## config.mk

```make
export PLATFORM = sky130hd
export DESIGN_NAME = shwin_slave
export DESIGN_NICKNAME = d
export VERILOG_FILES = /design/src/rtl/shwin_pkg.sv /design/src/rtl/shwin_decode.sv /design/src/rtl/shwin_lanes.sv /design/src/rtl/shwin_events.sv /design/src/rtl/shwin_slave.sv
export SDC_FILE = /design/constraint.sdc
export NUM_CORES = 1
export LEC_CHECK = 0
export BUFFER_PORTS_ARGS = -buffer_cell sky130_fd_sc_hd__buf_4
export CORE_AREA = 5 5 112 114
export CTS_CLUSTER_DIAMETER = 120
export DETAILED_ROUTE_END_ITERATION = 7
export DIE_AREA = 0 0 117 119
export HOLD_SLACK_MARGIN = 0.05
export PLACE_DENSITY = 0.49
export SKIP_LAST_GASP = 1
export SLEW_MARGIN = 20
export SYNTH_ARGS = -nofsm -noshare
export SYNTH_HDL_FRONTEND = slang
export SYNTH_HIERARCHICAL = 1
export SYNTH_SLANG_ARGS = --single-unit
```

## constraint.sdc

```tcl
create_clock -name clk_i -period 1.9 [get_ports clk_i]
set_input_delay 0.38 -clock clk_i [delete_from_list [all_inputs] [get_ports clk_i]]
set_output_delay 0.38 -clock clk_i [all_outputs]
set_load 0.005 [all_outputs]
```

## src/rtl/shwin_pkg.sv

```systemverilog
package shwin_pkg;
  localparam logic [1:0] SZ_BYTE = 2'd0;
  localparam logic [1:0] SZ_HALF = 2'd1;
  localparam logic [1:0] SZ_WORD = 2'd2;
endpackage

```

## src/rtl/shwin_decode.sv

```systemverilog
module shwin_decode #(
  parameter int ADDR_W   = 32,
  parameter int WIN_BITS = 22
) (
  input  logic              mode32_i,
  input  logic [3:0]        sw_hi_i,
  input  logic [3:0]        sw_mid_i,
  input  logic [3:0]        sw_lo_i,
  input  logic [ADDR_W-1:0] addr_i,
  output logic              hit_o
);
  localparam int LO_KEEP = 24 - WIN_BITS;   // switch bits above the window
  localparam int LO_DROP = 4 - LO_KEEP;     // switch bits forced by alignment

  logic lo_match;
  logic hi_match;

  generate
    if (LO_KEEP > 0) begin : g_lo
      assign lo_match = (addr_i[23:WIN_BITS] == sw_lo_i[3:LO_DROP]);
    end else begin : g_lo_none
      assign lo_match = 1'b1;
    end
    if (LO_DROP > 0) begin : g_drop
      logic unused_lo;
      assign unused_lo = ^sw_lo_i[LO_DROP-1:0];
    end
  endgenerate

  assign hi_match = (addr_i[31:28] == sw_hi_i) && (addr_i[27:24] == sw_mid_i);
  assign hit_o    = lo_match && (!mode32_i || hi_match);
endmodule

```

## src/rtl/shwin_lanes.sv

```systemverilog
module shwin_lanes #(
  parameter int DATA_W = 32,
  localparam int NB     = DATA_W / 8,
  localparam int LANE_W = $clog2(NB)
) (
  input  logic [1:0]        size_i,
  input  logic [LANE_W-1:0] addr_lo_i,
  output logic [NB-1:0]     be_o
);
  import shwin_pkg::*;

  for (genvar i = 0; i < NB; i++) begin : g_lane
    localparam logic [LANE_W-1:0] IDX = LANE_W'(i);
    always_comb begin
      unique case (size_i)
        SZ_BYTE: be_o[i] = (addr_lo_i == IDX);
        SZ_HALF: be_o[i] = (addr_lo_i[LANE_W-1:1] == IDX[LANE_W-1:1]);
        default: be_o[i] = 1'b1;
      endcase
    end
  end
endmodule

```

## src/rtl/shwin_events.sv

```systemverilog
module shwin_events #(
  parameter int PULSE = 16,
  localparam int CNT_W = $clog2(PULSE + 1)
) (
  input  logic clk_i,
  input  logic rst_ni,
  input  logic mbox_set_i,
  input  logic mbox_clr_i,
  input  logic rst_trig_i,
  output logic mbox_irq_o,
  output logic swrst_o
);
  logic             irq_q;
  logic [CNT_W-1:0] cnt_q;

  always_ff @(posedge clk_i or negedge rst_ni) begin
    if (!rst_ni) begin
      irq_q <= 1'b0;
    end else if (mbox_set_i) begin
      irq_q <= 1'b1;                      // set wins over clear
    end else if (mbox_clr_i) begin
      irq_q <= 1'b0;
    end
  end

  always_ff @(posedge clk_i or negedge rst_ni) begin
    if (!rst_ni) begin
      cnt_q <= '0;
    end else if (rst_trig_i) begin
      cnt_q <= CNT_W'(PULSE);             // retrigger restarts the pulse
    end else if (cnt_q != '0) begin
      cnt_q <= cnt_q - 1'b1;
    end
  end

  assign mbox_irq_o = irq_q;
  assign swrst_o    = (cnt_q != '0);
endmodule

```

## src/rtl/shwin_slave.sv

```systemverilog
module shwin_slave #(
  parameter int                ADDR_W   = 32,
  parameter int                DATA_W   = 32,
  parameter int                WIN_BITS = 22,
  parameter logic [WIN_BITS-1:0] MBOX_OFS = 22'h0FFFE0,
  parameter logic [WIN_BITS-1:0] RST_OFS  = 22'h0FFFFC,
  parameter int                PULSE    = 16,
  localparam int               NB       = DATA_W / 8,
  localparam int               LANE_W   = $clog2(NB),
  localparam int               WORD_W   = WIN_BITS - LANE_W
) (
  input  logic                clk_i,
  input  logic                rst_ni,
  input  logic                mode32_i,
  input  logic [3:0]          sw_hi_i,
  input  logic [3:0]          sw_mid_i,
  input  logic [3:0]          sw_lo_i,
  input  logic                bus_req_i,
  input  logic                bus_we_i,
  input  logic [ADDR_W-1:0]   bus_addr_i,
  input  logic [1:0]          bus_size_i,
  input  logic [DATA_W-1:0]   bus_wdata_i,
  output logic                bus_ack_o,
  output logic [DATA_W-1:0]   bus_rdata_o,
  input  logic                loc_req_i,
  input  logic                loc_we_i,
  input  logic [WIN_BITS-1:0] loc_addr_i,
  input  logic [1:0]          loc_size_i,
  input  logic [DATA_W-1:0]   loc_wdata_i,
  output logic                loc_ack_o,
  output logic [DATA_W-1:0]   loc_rdata_o,
  output logic                ram_en_o,
  output logic                ram_we_o,
  output logic [NB-1:0]       ram_be_o,
  output logic [WORD_W-1:0]   ram_addr_o,
  output logic [DATA_W-1:0]   ram_wdata_o,
  input  logic [DATA_W-1:0]   ram_rdata_i,
  output logic                mbox_irq_o,
  output logic                swrst_o
);
  localparam logic [WORD_W-1:0] MBOX_WORD = MBOX_OFS[WIN_BITS-1:LANE_W];
  localparam logic [WORD_W-1:0] RST_WORD  = RST_OFS[WIN_BITS-1:LANE_W];

  logic              dec_hit;
  logic              host_hit;
  logic              loc_gnt;
  logic [WORD_W-1:0] host_word;
  logic [WORD_W-1:0] loc_word;
  logic [NB-1:0]     host_be;
  logic [NB-1:0]     loc_be;
  logic              host_mbox_wr;
  logic              loc_mbox_wr;
  logic              host_rst_wr;
  logic              bus_ack_q;
  logic              loc_ack_q;

  shwin_decode #(.ADDR_W(ADDR_W), .WIN_BITS(WIN_BITS)) u_decode (
    .mode32_i (mode32_i),
    .sw_hi_i  (sw_hi_i),
    .sw_mid_i (sw_mid_i),
    .sw_lo_i  (sw_lo_i),
    .addr_i   (bus_addr_i),
    .hit_o    (dec_hit)
  );

  shwin_lanes #(.DATA_W(DATA_W)) u_host_lanes (
    .size_i    (bus_size_i),
    .addr_lo_i (bus_addr_i[LANE_W-1:0]),
    .be_o      (host_be)
  );

  shwin_lanes #(.DATA_W(DATA_W)) u_loc_lanes (
    .size_i    (loc_size_i),
    .addr_lo_i (loc_addr_i[LANE_W-1:0]),
    .be_o      (loc_be)
  );

  assign host_hit  = bus_req_i && dec_hit;
  assign loc_gnt   = loc_req_i && !host_hit;   // host has fixed priority
  assign host_word = bus_addr_i[WIN_BITS-1:LANE_W];
  assign loc_word  = loc_addr_i[WIN_BITS-1:LANE_W];

  assign host_mbox_wr = host_hit && bus_we_i && (host_word == MBOX_WORD);
  assign host_rst_wr  = host_hit && bus_we_i && (host_word == RST_WORD);
  assign loc_mbox_wr  = loc_gnt  && loc_we_i && (loc_word == MBOX_WORD);

  always_comb begin
    ram_en_o    = host_hit || loc_gnt;
    ram_we_o    = host_hit ? bus_we_i    : (loc_gnt && loc_we_i);
    ram_be_o    = host_hit ? host_be     : (loc_gnt ? loc_be : '0);
    ram_addr_o  = host_hit ? host_word   : loc_word;
    ram_wdata_o = host_hit ? bus_wdata_i : loc_wdata_i;
  end

  always_ff @(posedge clk_i or negedge rst_ni) begin
    if (!rst_ni) begin
      bus_ack_q <= 1'b0;
      loc_ack_q <= 1'b0;
    end else begin
      bus_ack_q <= host_hit;
      loc_ack_q <= loc_gnt;
    end
  end

  assign bus_ack_o   = bus_ack_q;
  assign loc_ack_o   = loc_ack_q;
  assign bus_rdata_o = bus_ack_q ? ram_rdata_i : '0;
  assign loc_rdata_o = loc_ack_q ? ram_rdata_i : '0;

  shwin_events #(.PULSE(PULSE)) u_events (
    .clk_i      (clk_i),
    .rst_ni     (rst_ni),
    .mbox_set_i (host_mbox_wr),
    .mbox_clr_i (loc_mbox_wr),
    .rst_trig_i (host_rst_wr),
    .mbox_irq_o (mbox_irq_o),
    .swrst_o    (swrst_o)
  );
endmodule

```

# Word level (Yosys, flattened, before mapping)
# Index checks and enable logic that the tools add are counted.
[classes]
n_addsub = 1
eq_ne = 14
mux = 19
n_bitwise = 2
n_reduce_logical = 20
[ops]
columns = ["operator", "count"]
rows = [
  ["32-bit two-way mux", 3],
  ["20-bit by 18-bit equality test with 1-bit output, second input constant", 3],
  ["20-bit two-way mux", 1],
  ["1-bit case mux with 2 select lines", 8],
  ["5-bit two-way mux", 2],
  ["1-bit logical AND", 9],
  ["2-bit by 1-bit equality test with 1-bit output, second input constant", 4],
  ["2-bit equality test, second input constant", 4],
  ["4-bit equality test", 2],
  ["2-bit logical NOT", 4],
  ["4-bit two-way mux", 2],
  ["5-bit nonzero test", 1],
  ["5-bit by 1-bit subtractor with 5-bit output, second input constant", 1],
  ["2-bit nonzero test", 2],
  ["1-bit two-way mux", 3],
  ["2-bit equality test", 1],
  ["1-bit logical NOT", 2],
  ["1-bit logical OR", 2],
  ["1-bit NOT", 2],
]
[totals]
ff_bits = 8
input_bits = 173
output_inout_bits = 126
wordCells = 60

# Logic depth before layout (Yosys ltp)
[depth]
word_depth = 11
depth_mapped = 10

# Cells and area by module
# The synthesis kept the hierarchy.
[by_module_without_submodules]
columns = ["module", "instances", "cells_each", "area_per_inst_um2", "seq_area_each_um2"]
rows = [
  ["shwin_slave", 1, 277, 1310.0, 50.0],
  ["shwin_events", 1, 28, 297.8, 150.1],
  ["shwin_decode", 1, 14, 111.4, 0.0],
  ["shwin_lanes", 2, 7, 43.8, 0.0],
]

# Worst setup path before layout
# Ideal clock, no wire load.
[synth_path]
path_type = "input to output"
startpoint = "in sw_hi_i[2]"
endpoint = "out ram_addr_o[11]"
arrival_ns = 1.663
required_ns = 1.520
slack_ns = -0.143
path_stages = 10
path_buffers = 2
path_cell_list = "xnor2_1 > nand4_1 > o21ai_1 > and3_1 > nand2_1 > inv_1 > buf_2 > buf_1 > nand2_1 > nand2_1"
[synth_between]
elab_chain_cells = 6
[synth_lines]
columns = ["item", "line_no", "rtl"]
rows = [
  ["start: declaration", "shwin_slave.sv:15", "input logic [3:0] sw_hi_i,"],
  ["4-bit equality test", "shwin_decode.sv:30", "assign hi_match = (addr_i[31:28] == sw_hi_i) && (addr_i[27:24] == sw_mid_i);"],
  ["1-bit logical AND", "shwin_decode.sv:30", ""],
  ["1-bit logical OR", "shwin_decode.sv:31", "assign hit_o = lo_match && (!mode32_i || hi_match);"],
  ["1-bit logical AND", "shwin_decode.sv:31", ""],
  ["net dec_hit", "shwin_slave.sv:44", "logic dec_hit;"],
  ["1-bit logical AND", "shwin_slave.sv:78", "assign host_hit = bus_req_i && dec_hit;"],
  ["20-bit two-way mux", "shwin_slave.sv:91", "ram_addr_o = host_hit ? host_word : loc_word;"],
  ["end: declaration", "shwin_slave.sv:35", "output logic [WORD_W-1:0] ram_addr_o,"],
]
# The timed path passes the listed nets, and every way through them passes these cells.

# Worst setup path in the final report
[layout_path]
startpoint = "in bus_addr_i[25]"
endpoint = "out ram_addr_o[16]"
[layout_between]
elab_chain_cells = 6
[layout_lines]
columns = ["item", "line_no", "rtl"]
rows = [
  ["start: declaration", "shwin_slave.sv:20", "input logic [ADDR_W-1:0] bus_addr_i,"],
  ["4-bit equality test", "shwin_decode.sv:30", ""],
  ["1-bit logical AND", "shwin_decode.sv:30", ""],
  ["1-bit logical OR", "shwin_decode.sv:31", ""],
  ["1-bit logical AND", "shwin_decode.sv:31", ""],
  ["net dec_hit", "shwin_slave.sv:44", ""],
  ["1-bit logical AND", "shwin_slave.sv:78", ""],
  ["20-bit two-way mux", "shwin_slave.sv:91", ""],
]
# The timed path passes the listed nets, and every way through them passes these cells.

==> impl_metrics.tcl <==
set metrics [dict create \
    postRouteWirelength_mm 12.05 \
    ys_async_sr_fraction_pct 100.0 \
    dieWidth_um 117 \
    setup.worst_path.end_class "primary output" \
    p_clk_share_pct 18.6 \
    rsz0062_at_grt "yes" \
    core_um2 11320 \
    path_cells "buf_6, xnor2_2, nand4_1, o21ai_1, and3_4, nand2_8, clkinv_8, buf_12, buf_12, nand2_4, nand2_2, buf_6" \
    yosys.area.top_type "nand2_1" \
    fill_cells 1141 \
    antenna_found_initial 0 \
    syn_to_final_growth_pct 182.4 \
    numCtsBuffers 3 \
    slowest_stage "and3_4" \
    crit-reg2reg-launch "u_events/cnt_q[0]$_DFFE_PN0P_" \
    synth.cell_area_um2 1807 \
    ios 299 \
    start_util_pct 15.96 \
    switching_share_pct 32.74 \
    wire_per_inst_um 15.58 \
    synthDistinctLibCells 31 \
    required_ns 1.52 \
    min_to "loc_ack_o$_DFF_PN0_" \
    rows 39 \
    die_h_um 119 \
    synth-edff-count 0 \
    reg2reg_setup_slack_ns 0.33 \
    synth_nets 507 \
    insertion_delay_ns 0.23 \
    yosys_warnings 6 \
    path_max_fanout 7 \
    final_cells 773 \
    synth.area.top_cells "nand2_1, and2_1, dfrtp_1" \
    yosys_register_bits 8 \
    switching_power_mw 0.6175 \
    p_comb_share_pct 66.8 \
    drt_iter0_drc 87 \
    reg2reg_depth 6 \
    hold_class "in -> reg" \
    finalClockSkew_ns 0.003433 \
    viasPerCell 4.245 \
    power_density_nw_per_um2 369.7 \
    hold_ws_ns 0.4469 \
    grt_start_max_net_pins 34 \
    failed_checks "negative setup slack" \
    leakagePower_nw 2.846 \
    setup_ws_ns -0.2181 \
    hold_start "loc_req_i" \
    maxSlewViolCount 0 \
    synth_top_area_share_pct 35.11 \
    postLayoutCoreUtil_pct 45.07 \
    crit_arrival_ns 1.74 \
    slowest_delay_ns 0.23 \
    drv_cap 0 \
    fp.dieArea_um2 13920 \
    status "complete, but fails checks" \
    cts_num_sinks 8 \
    nNetsFinal 806 \
    via_count 3281 \
    peakVddDrop_mv 0.3669 \
    cts_max_path_buffers 2 \
    maxSlewHeadroom_pct 71.58 \
    fmax_ghz 0.4721 \
    avgSynthCellArea_um2 5.426 \
    firstDrtPassIters 4 \
    grt_pass1_vias 3160 \
    dp_slack_ns -0.2625 \
    synth_cells 333 \
    setup_viol 58 \
    fin_crit_sh_pct 111.5 \
    drive_above_1_share_pct 63.97 \
    portBuffers 296 \
    grt_pass1_wl_mm 16.36 \
    ys.flop_type "dfrtp_1" \
    antenna_cells 0 \
    sequentialPowerShare_pct 14.6 \
    antenna_left 0 \
    seq_area_frac_synth_pct 11.08 \
    gp_congestion 0.8522 \
    hpwl_mm 9.589 \
    clock-root-buffer "clkbuf_16" \
    htree_levels 1 \
    clkSlewWorstSetupHoldPaths_ns 0.03 \
    gr-total-overflow 0 \
    post-place-cells 759 \
    tightest_slew_ns 0.4264 \
    internal_power_mw 1.269 \
    r2r-end "u_events/cnt_q[0]$_DFFE_PN0P_" \
    setup-tns-final_ns -8.553 \
    synthTopCellsByCount "nand2_1, and2_1, clkbuf_1, xnor2_1" \
    finalHoldViolCount 0 \
    grtUsageTotal_pct 14.75 \
    cts_tree "built" \
    cp-start-kind "input port" \
    drcViolationCount 0 \
    yosysMostFrequentCell "nand2_1" \
    path_class "in -> out" \
    hold_depth 2 \
    post-route-min-period_ns 2.118 \
]
## power by group through the flow
stage / logic (mW) / registers (mW) / clock network, mW
global placement: 1.00 / 0.273 / 0
floorplan: 0.410 / 0.253 / 0
detailed placement: 1.01 / 0.275 / 0
finish: 1.26 / 0.275 / 0.350
global route: 1.36 / 0.285 / 0.371
CTS: 1.15 / 0.275 / 0.355
## cells by family (layout without fill, tap and decap cells)
| logic type | Yosys count | count (layout) | synth area share, % |
|---|---|---|---|
| and+or+nand+nor | 272 | 272 | 70.78 |
| adders and majority gates | 1 | 1 | 0.6924 |
| AOI/OAI and AO/OA | 15 | 15 | 6.163 |
| DFF | 8 | 8 | 11.08 |
| xor gates and xnor gates | 11 | 11 | 5.332 |
| buffers and inverters | 26 | 323 | 5.956 |
## flip-flops by register name (all words and copies together), names as in the netlist
register             flops
u_events/cnt_q           5
u_events/mbox_irq_o      1
bus_ack_o                1
loc_ack_o                1
## layer usage
metal  track usage, %  wire length (um)  vias up  part of all wire, %
li1                 -                 -     1634                    -
met1            14.28              3922     1460                   33
met2            30.12              6608      181                   55
met3            4.665              1425        6                   12
met4            2.007                88        0                 0.73
met5                0                 0        -                    0
## cell usage in the layout, fill, tap and decap left out, drive strengths merged, types with 2 or more instances in the layout
cell,Yosys,layout
a21o,2,2
a21oi,2,2
and2,65,65
and3,4,4
buf,7,310
clkbuf,12,5
dfrtp,8,8
inv,7,6
nand2,169,169
nand3,7,7
nand4,6,6
nand4b,3,3
nor2,6,6
nor2b,2,2
nor4,2,2
o21bai,8,8
or3,2,2
xnor2,11,11
## stage by stage
stage,instance area (um2),power (mW)
2_1_floorplan,1810,0.6633
3_3_place_gp,4212,1.273
3_5_place_dp,4212,1.289
4_1_cts,4684,1.775
5_1_grt,5102,2.018
6_report,5102,1.886
## timing repair
item | in CTS | in global routing
hold endpoints to repair | 8 | 0
hold buffers | 1 | 0
endpoints found under the setup margin | 64 | 67
gates cloned | 4 | 2
setup buffers | 5 | 2
gates resized for setup | 52 | 124
pin swaps | 12 | 68
## critical path, delay by kind of cell
kind / cells / cell delay (ns)
and+or+nand+nor: 5 / 0.54
AOI/OAI and AO/OA: 1 / 0.14
buffers and inverters: 5 / 0.53
xor gates and xnor gates: 1 / 0.14
## area by class of cell
cell class | count | area, um2 | area share (%)
inverter | 7 | 38.79 | 0.7602
tap | 143 | 178.9 | 3.507
multi-input combinational | 299 | 1932 | 37.86
clock buffer | 3 | 75.07 | 1.471
sequential | 8 | 202.7 | 3.973
timing repair buffer | 313 | 2675 | 52.43
## how the worst max path moves through the flow
| stage | startpoint | to | slack, ns | depth (start not counted) |
|---|---|---|---|---|
| after floorplan | sw_hi_i[2] | ram_addr_o[11] | -0.03 | 10 |
| after detailed placement | sw_hi_i[3] | u_events/cnt_q[0]$_DFFE_PN0P_ | -0.26 | 9 |
| after global routing | bus_addr_i[27] | ram_addr_o[16] | -0.29 | 12 |
| final | bus_addr_i[25] | ram_addr_o[16] | -0.22 | 12 |
| after global placement | sw_hi_i[3] | ram_addr_o[14] | -0.25 | 12 |
| after CTS | sw_hi_i[3] | ram_wdata_o[31] | -0.20 | 10 |
(Power assumes the default switching activity.)
